[src/rtl/rx_fifo_rts.sv]
module rx_fifo_rts #(
  parameter int DEPTH  = 32,
  parameter int DATA_W = 8,
  parameter int TAG_W  = 3
) (
  input  logic              clk,
  input  logic              rst_n,
  input  logic              fifo_en,
  input  logic [1:0]        trig_sel,
  input  logic              auto_rts_en,
  input  logic              rts_start,
  input  logic              rts_irq_en,
  input  logic              rts_irq_ack,
  input  logic              wr_en,
  input  logic [DATA_W-1:0] wr_data,
  input  logic [TAG_W-1:0]  wr_err,
  input  logic              rd_en,
  output logic [DATA_W-1:0] rd_data,
  output logic [TAG_W-1:0]  rd_err,
  output logic [$clog2(DEPTH+1)-1:0] fill,
  output logic              trig_irq,
  output logic              rts_irq,
  output logic              rts_n,
  output logic              ovr_strobe
);
  localparam int CW = $clog2(DEPTH+1);
  localparam int AW = $clog2(DEPTH);
  localparam int EW = DATA_W + TAG_W;

  logic [EW-1:0] mem [DEPTH];
  logic [AW-1:0] wp, rp;
  logic [CW-1:0] cnt, cnt_nxt, cap;
  logic [CW-1:0] lvl_trig, lvl_off, lvl_on;
  logic [EW-1:0] last_q, shown;
  logic          do_rd, do_wr;
  logic          rts_on, rts_on_nxt, start_q, irq_q, ovr_q;

  assign cap     = fifo_en ? CW'(DEPTH) : CW'(1);
  assign do_rd   = rd_en && (cnt != '0);
  assign do_wr   = wr_en && ((cnt < cap) || do_rd);
  assign cnt_nxt = cnt + CW'(do_wr) - CW'(do_rd);

  always_comb begin
    case (trig_sel)
      2'd0:    begin lvl_trig = CW'(8);  lvl_off = CW'(16); lvl_on = CW'(0);  end
      2'd1:    begin lvl_trig = CW'(16); lvl_off = CW'(24); lvl_on = CW'(8);  end
      2'd2:    begin lvl_trig = CW'(24); lvl_off = CW'(30); lvl_on = CW'(16); end
      default: begin lvl_trig = CW'(30); lvl_off = CW'(30); lvl_on = CW'(24); end
    endcase
  end

  always_comb begin
    rts_on_nxt = rts_on;
    if (!rts_start)                      rts_on_nxt = 1'b0;
    else if (!start_q)                   rts_on_nxt = 1'b1;
    else if (!(auto_rts_en && fifo_en))  rts_on_nxt = 1'b1;
    else if (rts_on && cnt_nxt >= lvl_off) rts_on_nxt = 1'b0;
    else if (!rts_on && cnt_nxt <= lvl_on) rts_on_nxt = 1'b1;
  end

  always_ff @(posedge clk) begin
    if (do_wr) mem[wp] <= {wr_err, wr_data};
  end

  always_ff @(posedge clk or negedge rst_n) begin
    if (!rst_n) begin
      wp      <= '0;
      rp      <= '0;
      cnt     <= '0;
      last_q  <= '0;
      rts_on  <= 1'b0;
      start_q <= 1'b0;
      irq_q   <= 1'b0;
      ovr_q   <= 1'b0;
    end else begin
      if (do_wr) wp <= (wp == AW'(DEPTH-1)) ? '0 : wp + 1'b1;
      if (do_rd) begin
        rp     <= (rp == AW'(DEPTH-1)) ? '0 : rp + 1'b1;
        last_q <= mem[rp];
      end
      cnt     <= cnt_nxt;
      rts_on  <= rts_on_nxt;
      start_q <= rts_start;
      ovr_q   <= wr_en && !do_wr;
      if (rts_on && !rts_on_nxt && rts_irq_en) irq_q <= 1'b1;
      else if (rts_irq_ack)                    irq_q <= 1'b0;
    end
  end

  assign shown      = (cnt == '0) ? last_q : mem[rp];
  assign rd_data    = shown[DATA_W-1:0];
  assign rd_err     = shown[EW-1:DATA_W];
  assign fill       = cnt;
  assign trig_irq   = fifo_en && (cnt >= lvl_trig);
  assign rts_irq    = irq_q;
  assign rts_n      = !rts_on;
  assign ovr_strobe = ovr_q;


  cnt_bound_chk: assert property (@(posedge clk) disable iff (!rst_n)
    cnt <= CW'(DEPTH));


  ovr_full_chk: assert property (@(posedge clk) disable iff (!rst_n)
    (wr_en && !rd_en && cnt == CW'(DEPTH)) |=> (ovr_strobe && fill == CW'(DEPTH)));


  empty_rd_chk: assert property (@(posedge clk) disable iff (!rst_n)
    (rd_en && !wr_en && cnt == '0) |=> (fill == '0 && $stable(rd_data)));


  rts_forced_off_chk: assert property (@(posedge clk) disable iff (!rst_n)
    !rts_start |=> rts_n);


  rts_irq_set_chk: assert property (@(posedge clk) disable iff (!rst_n)
    ($rose(rts_n) && $past(rts_irq_en)) |-> rts_irq);


  single_slot_chk: assert property (@(posedge clk) disable iff (!rst_n)
    (!fifo_en && wr_en && !rd_en && cnt != '0) |=> ovr_strobe);
endmodule

[config.mk]
export PLATFORM = sky130hd
export DESIGN_NAME = rx_fifo_rts
export DESIGN_NICKNAME = d
export VERILOG_FILES = /design/src/rtl/rx_fifo_rts.sv
export SDC_FILE = /design/constraint.sdc
export NUM_CORES = 1
export LEC_CHECK = 0
export ABC_AREA = 1
export CORE_MARGIN = 1.5
export CORE_UTILIZATION = 61
export DETAILED_ROUTE_END_ITERATION = 8
export GPL_ROUTABILITY_DRIVEN = 0
export PLACE_DENSITY_LB_ADDON = 0.3
export SETUP_SLACK_MARGIN = 0.2
export SYNTH_ARGS = -nofsm -noshare
export SYNTH_HDL_FRONTEND = slang
export SYNTH_SLANG_ARGS = --single-unit
[constraint.sdc]
create_clock -name clk -period 5 [get_ports clk]
set_clock_uncertainty 0.2 [all_clocks]
set_input_delay 1 -clock clk [delete_from_list [all_inputs] [get_ports clk]]
set_output_delay 1 -clock clk [all_outputs]
set_load 0.05 [all_outputs]
; Word level (Yosys, flattened, before mapping)
; Memories as Yosys holds them, arrays and structs flattened.
; Cells that the tools add are included.
[op_classes]
n_lt_le_gt_ge = 4
reduce_logical = 17
n_addsub = 4
eq_ne = 4
mux = 16
[ops]
columns = operator, count
row1 = case mux 5 bit (3 select lines), 2
row2 = greater-or-equal comparator 6 bit, 2
row3 = two-way mux 11 bit, 1
row4 = adder 5 x 1 -> 5 bit (second input constant), 2
row5 = == test 5 bit (second input constant), 2
row6 = two-way mux 5 bit, 2
row7 = logical AND 1 bit, 9
row8 = two-way mux 1 bit, 9
row9 = case mux 4 bit (2 select lines), 1
row10 = adder 6 x 1 -> 6 bit, 1
row11 = <= comparator 6 bit, 1
row12 = logical NOT 6 bit, 1
row13 = less-than comparator 6 bit, 1
row14 = two-way mux 6 bit, 1
row15 = nonzero test 6 bit, 1
row16 = subtractor 6 x 1 -> 6 bit, 1
row17 = logical NOT 1 bit, 3
row18 = == test 2 x 1 -> 1 bit (second input constant), 1
row19 = == test 2 bit (second input constant), 1
row20 = logical NOT 2 bit, 1
row21 = nonzero test 2 bit, 1
row22 = logical OR 1 bit, 1
[totals]
in_bits = 22
ram_bits = 352
out_inout_bits = 21
reg_bits = 31
word_cells = 54
mem_count = 1
[memory_table]
columns = memory, depth, word_bits, read_ports, rd_clocked_by_memory_dff, write_ports, line_no
row1 = mem, 32, 11, 1, 0, 1, 30  ; logic [EW-1:0] mem [DEPTH];

; Depth between registers and ports, before layout
[depth]
depth_word = 17
depth_mapped = 28
ltp_nobuf = 27

; Worst setup path before layout
; OpenSTA, ideal clock, no wires.
[synth_path]
kind = input-to-reg
startpoint = in fifo_en
endpoint = reg irq_q, in the netlist rts_irq
slack_ps = 1025
t_required_ps = 4682
stages = 26
t_arrival_ps = 3657
setup_ps = 118
cell_sequence = inv_1 -> ha_1 -> a21oi_2 -> nor2_2 -> nor2_4 -> buf_4 -> nand2_1 -> nand2_1 -> ha_1 -> fa_1 -> nand3_1 -> nand2_1 -> nand2_1 -> nand2_1 -> ha_1 -> inv_1 -> nor2_1 -> nand3_1 -> o22ai_1 -> nand2_1 -> nand2_1 -> nand2_1 -> nand2_1 -> nand2_1 -> nand2_1 -> nand2_1
[synth_between]
elab_chain_cells = 17
word_cells_on_any_way = 21
classes_between = 2 x add/sub / 3 x order compare / 7 x mux / 9 x reduce/logical
[synth_lines]
columns = element, line_no
row1 = "start, declared", 8  ; input logic fifo_en,
row2 = two-way mux 6 bit, 38  ; assign cap = fifo_en ? CW'(DEPTH) : CW'(1);
row3 = less-than comparator 6 bit, 40  ; assign do_wr = wr_en && ((cnt < cap) || do_rd);
row4 = logical OR 1 bit, 40
row5 = logical AND 1 bit, 40
row6 = adder 6 x 1 -> 6 bit, 41  ; assign cnt_nxt = cnt + CW'(do_wr) - CW'(do_rd);
row7 = subtractor 6 x 1 -> 6 bit, 41
row8 = <= comparator 6 bit, 58  ; else if (!rts_on && cnt_nxt <= lvl_on) rts_on_nxt = 1'b1;
row9 = logical AND 1 bit, 58
row10 = two-way mux 1 bit, 58
row11 = two-way mux 1 bit, 57  ; else if (rts_on && cnt_nxt >= lvl_off) rts_on_nxt = 1'b0;
row12 = two-way mux 1 bit (*), 56  ; else if (!(auto_rts_en && fifo_en)) rts_on_nxt = 1'b1;
row13 = two-way mux 1 bit (*), 55  ; else if (!start_q) rts_on_nxt = 1'b1;
row14 = two-way mux 1 bit (*), 54  ; if (!rts_start) rts_on_nxt = 1'b0;
row15 = logical NOT 1 bit (*), 85  ; if (rts_on && !rts_on_nxt && rts_irq_en) irq_q <= 1'b1;
row16 = logical AND 1 bit (*) (2 in a row), 85
row17 = two-way mux 1 bit or nonzero test 2 bit (tied branches), --
row18 = "end signal, assigned", 73  ; irq_q <= 1'b0;
row19 = "end signal, assigned", 85
row20 = "end signal, assigned", 86  ; else if (rts_irq_ack) irq_q <= 1'b0;
row21 = "end, declared", 36  ; logic rts_on, rts_on_nxt, start_q, irq_q, ovr_q;
; Mark *: on every way between the ends. The rest lies on a longest branch, timed or not.
; A chain may end at the register's enable or synchronous reset.

; Final worst setup path
[layout_path]
startpoint = in trig_sel[1]
endpoint = out trig_irq
[layout_between]
elab_chain_cells = 4
word_cells_on_any_way = 6
classes_between = 1 x order compare / 2 x eq/ne / 1 x mux / 2 x reduce/logical
[layout_lines]
columns = element, line_no
row1 = "start, declared", 9  ; input logic [1:0] trig_sel,
row2 = "== test 2 bit, or another cell as far along", 44  ; case (trig_sel)
row3 = case mux 5 bit (3 select lines) (*), 44
row4 = greater-or-equal comparator 6 bit (*), 94  ; assign trig_irq = fifo_en && (cnt >= lvl_trig);
row5 = logical AND 1 bit (*), 94
row6 = "end, declared", 21  ; output logic trig_irq,
; Marked as above.

==> impl_metrics.py <==
metrics = {
    "drt": {
        "ant_nets": 0,
        "wl_per_cell_um": 22.5,
        "avgViaCountPerCell": 6.19,
        "routed-via-count": 10800,
        "drtIter0Drc": 1500,
        "drt_wl_total_mm": 39.1,
        "drc": 0,
        "firstDrtPassIters": 7,
    },
    "yosys": {
        "synthCells": 1315,
        "synth_seq_area_share_pct": 71.3,
        "synth_cell_types": 42,
        "syn_area_um2": 15900,
        "yosys-top-cells-area": "edfxtp_1 (66%), nor2_1 (5.8%), o21ai_0 (5.3%)",
        "syn_avg_cell_area_um2": 12.1,
        "syn-num-nets": 1363,
        "synth_top_area_share_pct": 66.4,
        "synth_area_leader_cell": "edfxtp_1",
        "ys_ff_latch": 383,
        "synth-warning-count": 0,
    },
    "worst_hold_path": {
        "holdPathStages": 2,
        "holdPathEnd": "last_q[4]",
        "hold_path_class": "reg2reg",
        "hold_start": "last_q[4]",
    },
    "power_and_ir_drop": {
        "net-switching-power_uw": 4260,
        "intPower_uw": 6820,
        "clkPwrFrac_pct": 25.8,
        "sw_frac_of_total_pct": 38.5,
        "peakVddDrop_mv": 0.756,
        "leakagePower_uw": 0.00642,
        "seqPwrFrac_pct": 35.4,
        "power_density_nw_per_um2": 609,
        "combPwrFrac_pct": 38.8,
    },
    "worst_setup_path": {
        "max_stage_delay_ps": 840,
        "r2r-start": "fill[2]",
        "cp.arrival_ps": 3450,
        "criticalPathCategory": "in2out",
        "r2r_cells": 27,
        "start_kind": "primary input",
        "worstSetupEndpointType": "primary output",
        "reg2reg_slack_ps": 760,
        "crit_chain": "clkdlybuf4s50_1 -> nand2_1 -> inv_1 -> ha_1 -> inv_1 -> o21ai_0 -> a21oi_1 -> o21bai_1 -> a211oi_1 -> nor2_1 -> clkdlybuf4s50_1",
        "cpMaxStageDelayCell": "clkdlybuf4s50_1",
        "rr_endpoint": "rts_irq",
        "required_ps": 3800,
        "critical_path.max_fanout": 6,
    },
    "sta": {
        "slew_headroom_pct": 11.0,
        "fin_crit_ps": 4650,
        "tns_ps": 0,
        "finalHoldViolations": 0,
        "worstMarginPinSlew_ps": 1330,
        "max_freq_mhz": 215,
        "rsz0062_at_grt": "no",
        "slew_viol_final": 0,
        "fin_crit_sh_pct": 92.9,
        "setup_viol": 0,
        "hold_slack_ps": 284,
    },
    "global_route": {
        "grt_pass1_vias": 10500,
        "globalRouteOverflowTotal": 0,
        "grt_start_max_net_pins": 179,
        "antenna_found_initial": 0,
        "grt_usage_pct": 29.6,
        "grt_first_pass_wirelength_mm": 58.7,
    },
    "clock_tree": {
        "clk_pin_slew_ps": 60,
        "clock_path_buffers": 3,
        "cts_setup_buffers": 0,
        "cts_sinks": 383,
        "insertion_delay_ps": 530,
        "cts_tree": "yes",
        "cts_buffers": 39,
        "root_buffer": "clkbuf_16",
        "cts_hold_buf": 0,
        "cts_resized": 0,
        "h-tree-depth": 2,
    },
    "floorplan": {
        "core-area_um2": 25400,
        "dieArea_um2": 27100,
        "ioPinCount": 43,
        "rows": 58,
        "fp.dieH_um": 165,
        "fp.dieW_um": 165,
        "start_util_pct": 62.7,
    },
    "finish": {
        "area_growth_pct": 14.3,
        "fin_nets": 1429,
        "stdcell_area_um2": 18200,
        "drive_gt1_share_pct": 9.79,
        "antenna_cells": 0,
        "instances_no_fill": 1740,
    },
    "placed_design": {
        "dp.cells": 1670,
        "hpwlAfterDp_mm": 23.2,
        "place_area_um2": 16900,
        "port_buffers": 42,
    },
    "run_status": {
        "status": "finished, final reports clean",
    },
    "job": {
        "maxCapViolations": 0,
    },
}
[layout make-up]
cell class | instances | area [um2]
Clock buffer | 45 | 1020
Inverter | 46 | 175
Multi-Input combinational cell | 809 | 4000
Timing Repair Buffer | 102 | 1010
Sequential cell | 383 | 11400
Tap cell | 330 | 413
Fill cell | 1661 | 7200
Clock inverter | 25 | 236
[cells in the final DEF (no fill, tap or decap), types with 2 or more instances in the layout]
master / Yosys / final
o21ai_0: 170 / 170
a21oi_1: 19 / 19
nand2_1: 143 / 143
buf_12: 0 / 13
dfrtp_4: 0 / 2
clkdlybuf4s50_1: 0 / 31
o21ai_1: 15 / 15
clkbuf_1: 30 / 5
nand2_2: 2 / 2
dfrtp_1: 31 / 29
clkinv_1: 2 / 13
or2_0: 2 / 2
o211ai_1: 40 / 40
nor2_2: 2 / 2
nand4_1: 9 / 9
inv_6: 0 / 2
nor3_1: 4 / 4
bufinv_16: 0 / 4
ha_1: 25 / 25
clkbuf_16: 0 / 40
inv_1: 42 / 42
o221ai_1: 4 / 4
nand3_1: 64 / 64
buf_4: 9 / 58
nor2_1: 247 / 247
o22ai_1: 48 / 48
edfxtp_1: 352 / 352
clkinv_2: 0 / 5
[metal layers]
layer | part of all wire [%] | up-vias | global-route usage, %
li1 | - | 4872 | -
met1 | 38 | 5192 | 39.3
met2 | 48 | 612 | 47.7
met3 | 10 | 98 | 6.40
met4 | 3.9 | 0 | 12.9
met5 | 0 | - | 0
[sequential cells by signal, summed over array words and instances (netlist names)]
register,count
rts_irq,1
rp,5
ovr_strobe,1
last_q,11
rts_on,1
fill,6
wp,5
start_q,1
mem,352
[how the worst max path moves through the flow]
stage / start / endpoint / cells after the start
floorplan: fifo_en / rts_irq / 26
global placement: trig_sel[1] / trig_irq / 11
detailed placement: trig_sel[1] / trig_irq / 11
CTS: trig_sel[1] / trig_irq / 11
global route: trig_sel[1] / trig_irq / 11
finish: trig_sel[1] / trig_irq / 11
[critical path, delay by kind of cell]
kind	cells	cell delay (ps)
AND/OR/NAND/NOR	2	270
buffers and inverters	4	1470
AO/OA/AOI/OAI	4	430
adder cells (fa/ha/maj)	1	280
[cell usage after synthesis, drive strengths merged]
cell,n
nand2,145
nor3,4
o21bai,1
nand4,9
o211ai,40
a31o,1
clkbuf,32
a211oi,1
o21ai,185
a31oi,1
clkinv,2
ha,25
fa,1
xnor2,1
buf,45
nand3,65
a21o,1
nor2,250
o221ai,4
inv,44
edfxtp,352
and3,1
or2,4
nor3b,1
xor2,1
o22ai,48
a21oi,20
dfrtp,31
[stage by stage]
step,utilization (%),total power [uW],worst slack (ps)
final,71.7,11100,355
after global routing,71.7,11600,231
after CTS,71.7,11000,403
after detailed placement,66.7,8200,418
after global placement,66.7,8110,535
after floorplan,-,6590,1020
[power by group through the flow]
stage	Clock (uW)	Sequential [uW]	Combinational, uW
after global placement	0	3970	4140
final	2860	3920	4300
after CTS	2870	3910	4260
after detailed placement	0	3980	4220
after floorplan	0	3990	2600
after global routing	3000	3940	4630
[kinds of logic after synthesis]
group | Yosys count | synth area share, %
flip-flops | 383 | 71.3
adder cells (fa/ha/maj) | 26 | 2.09
XOR/XNOR | 2 | 0.110
AND/OR/NAND/NOR | 479 | 12.2
AO/OA/AOI/OAI | 302 | 10.7
buffers and inverters | 123 | 3.63
Note: power is estimated with default switching activity, not from simulation.
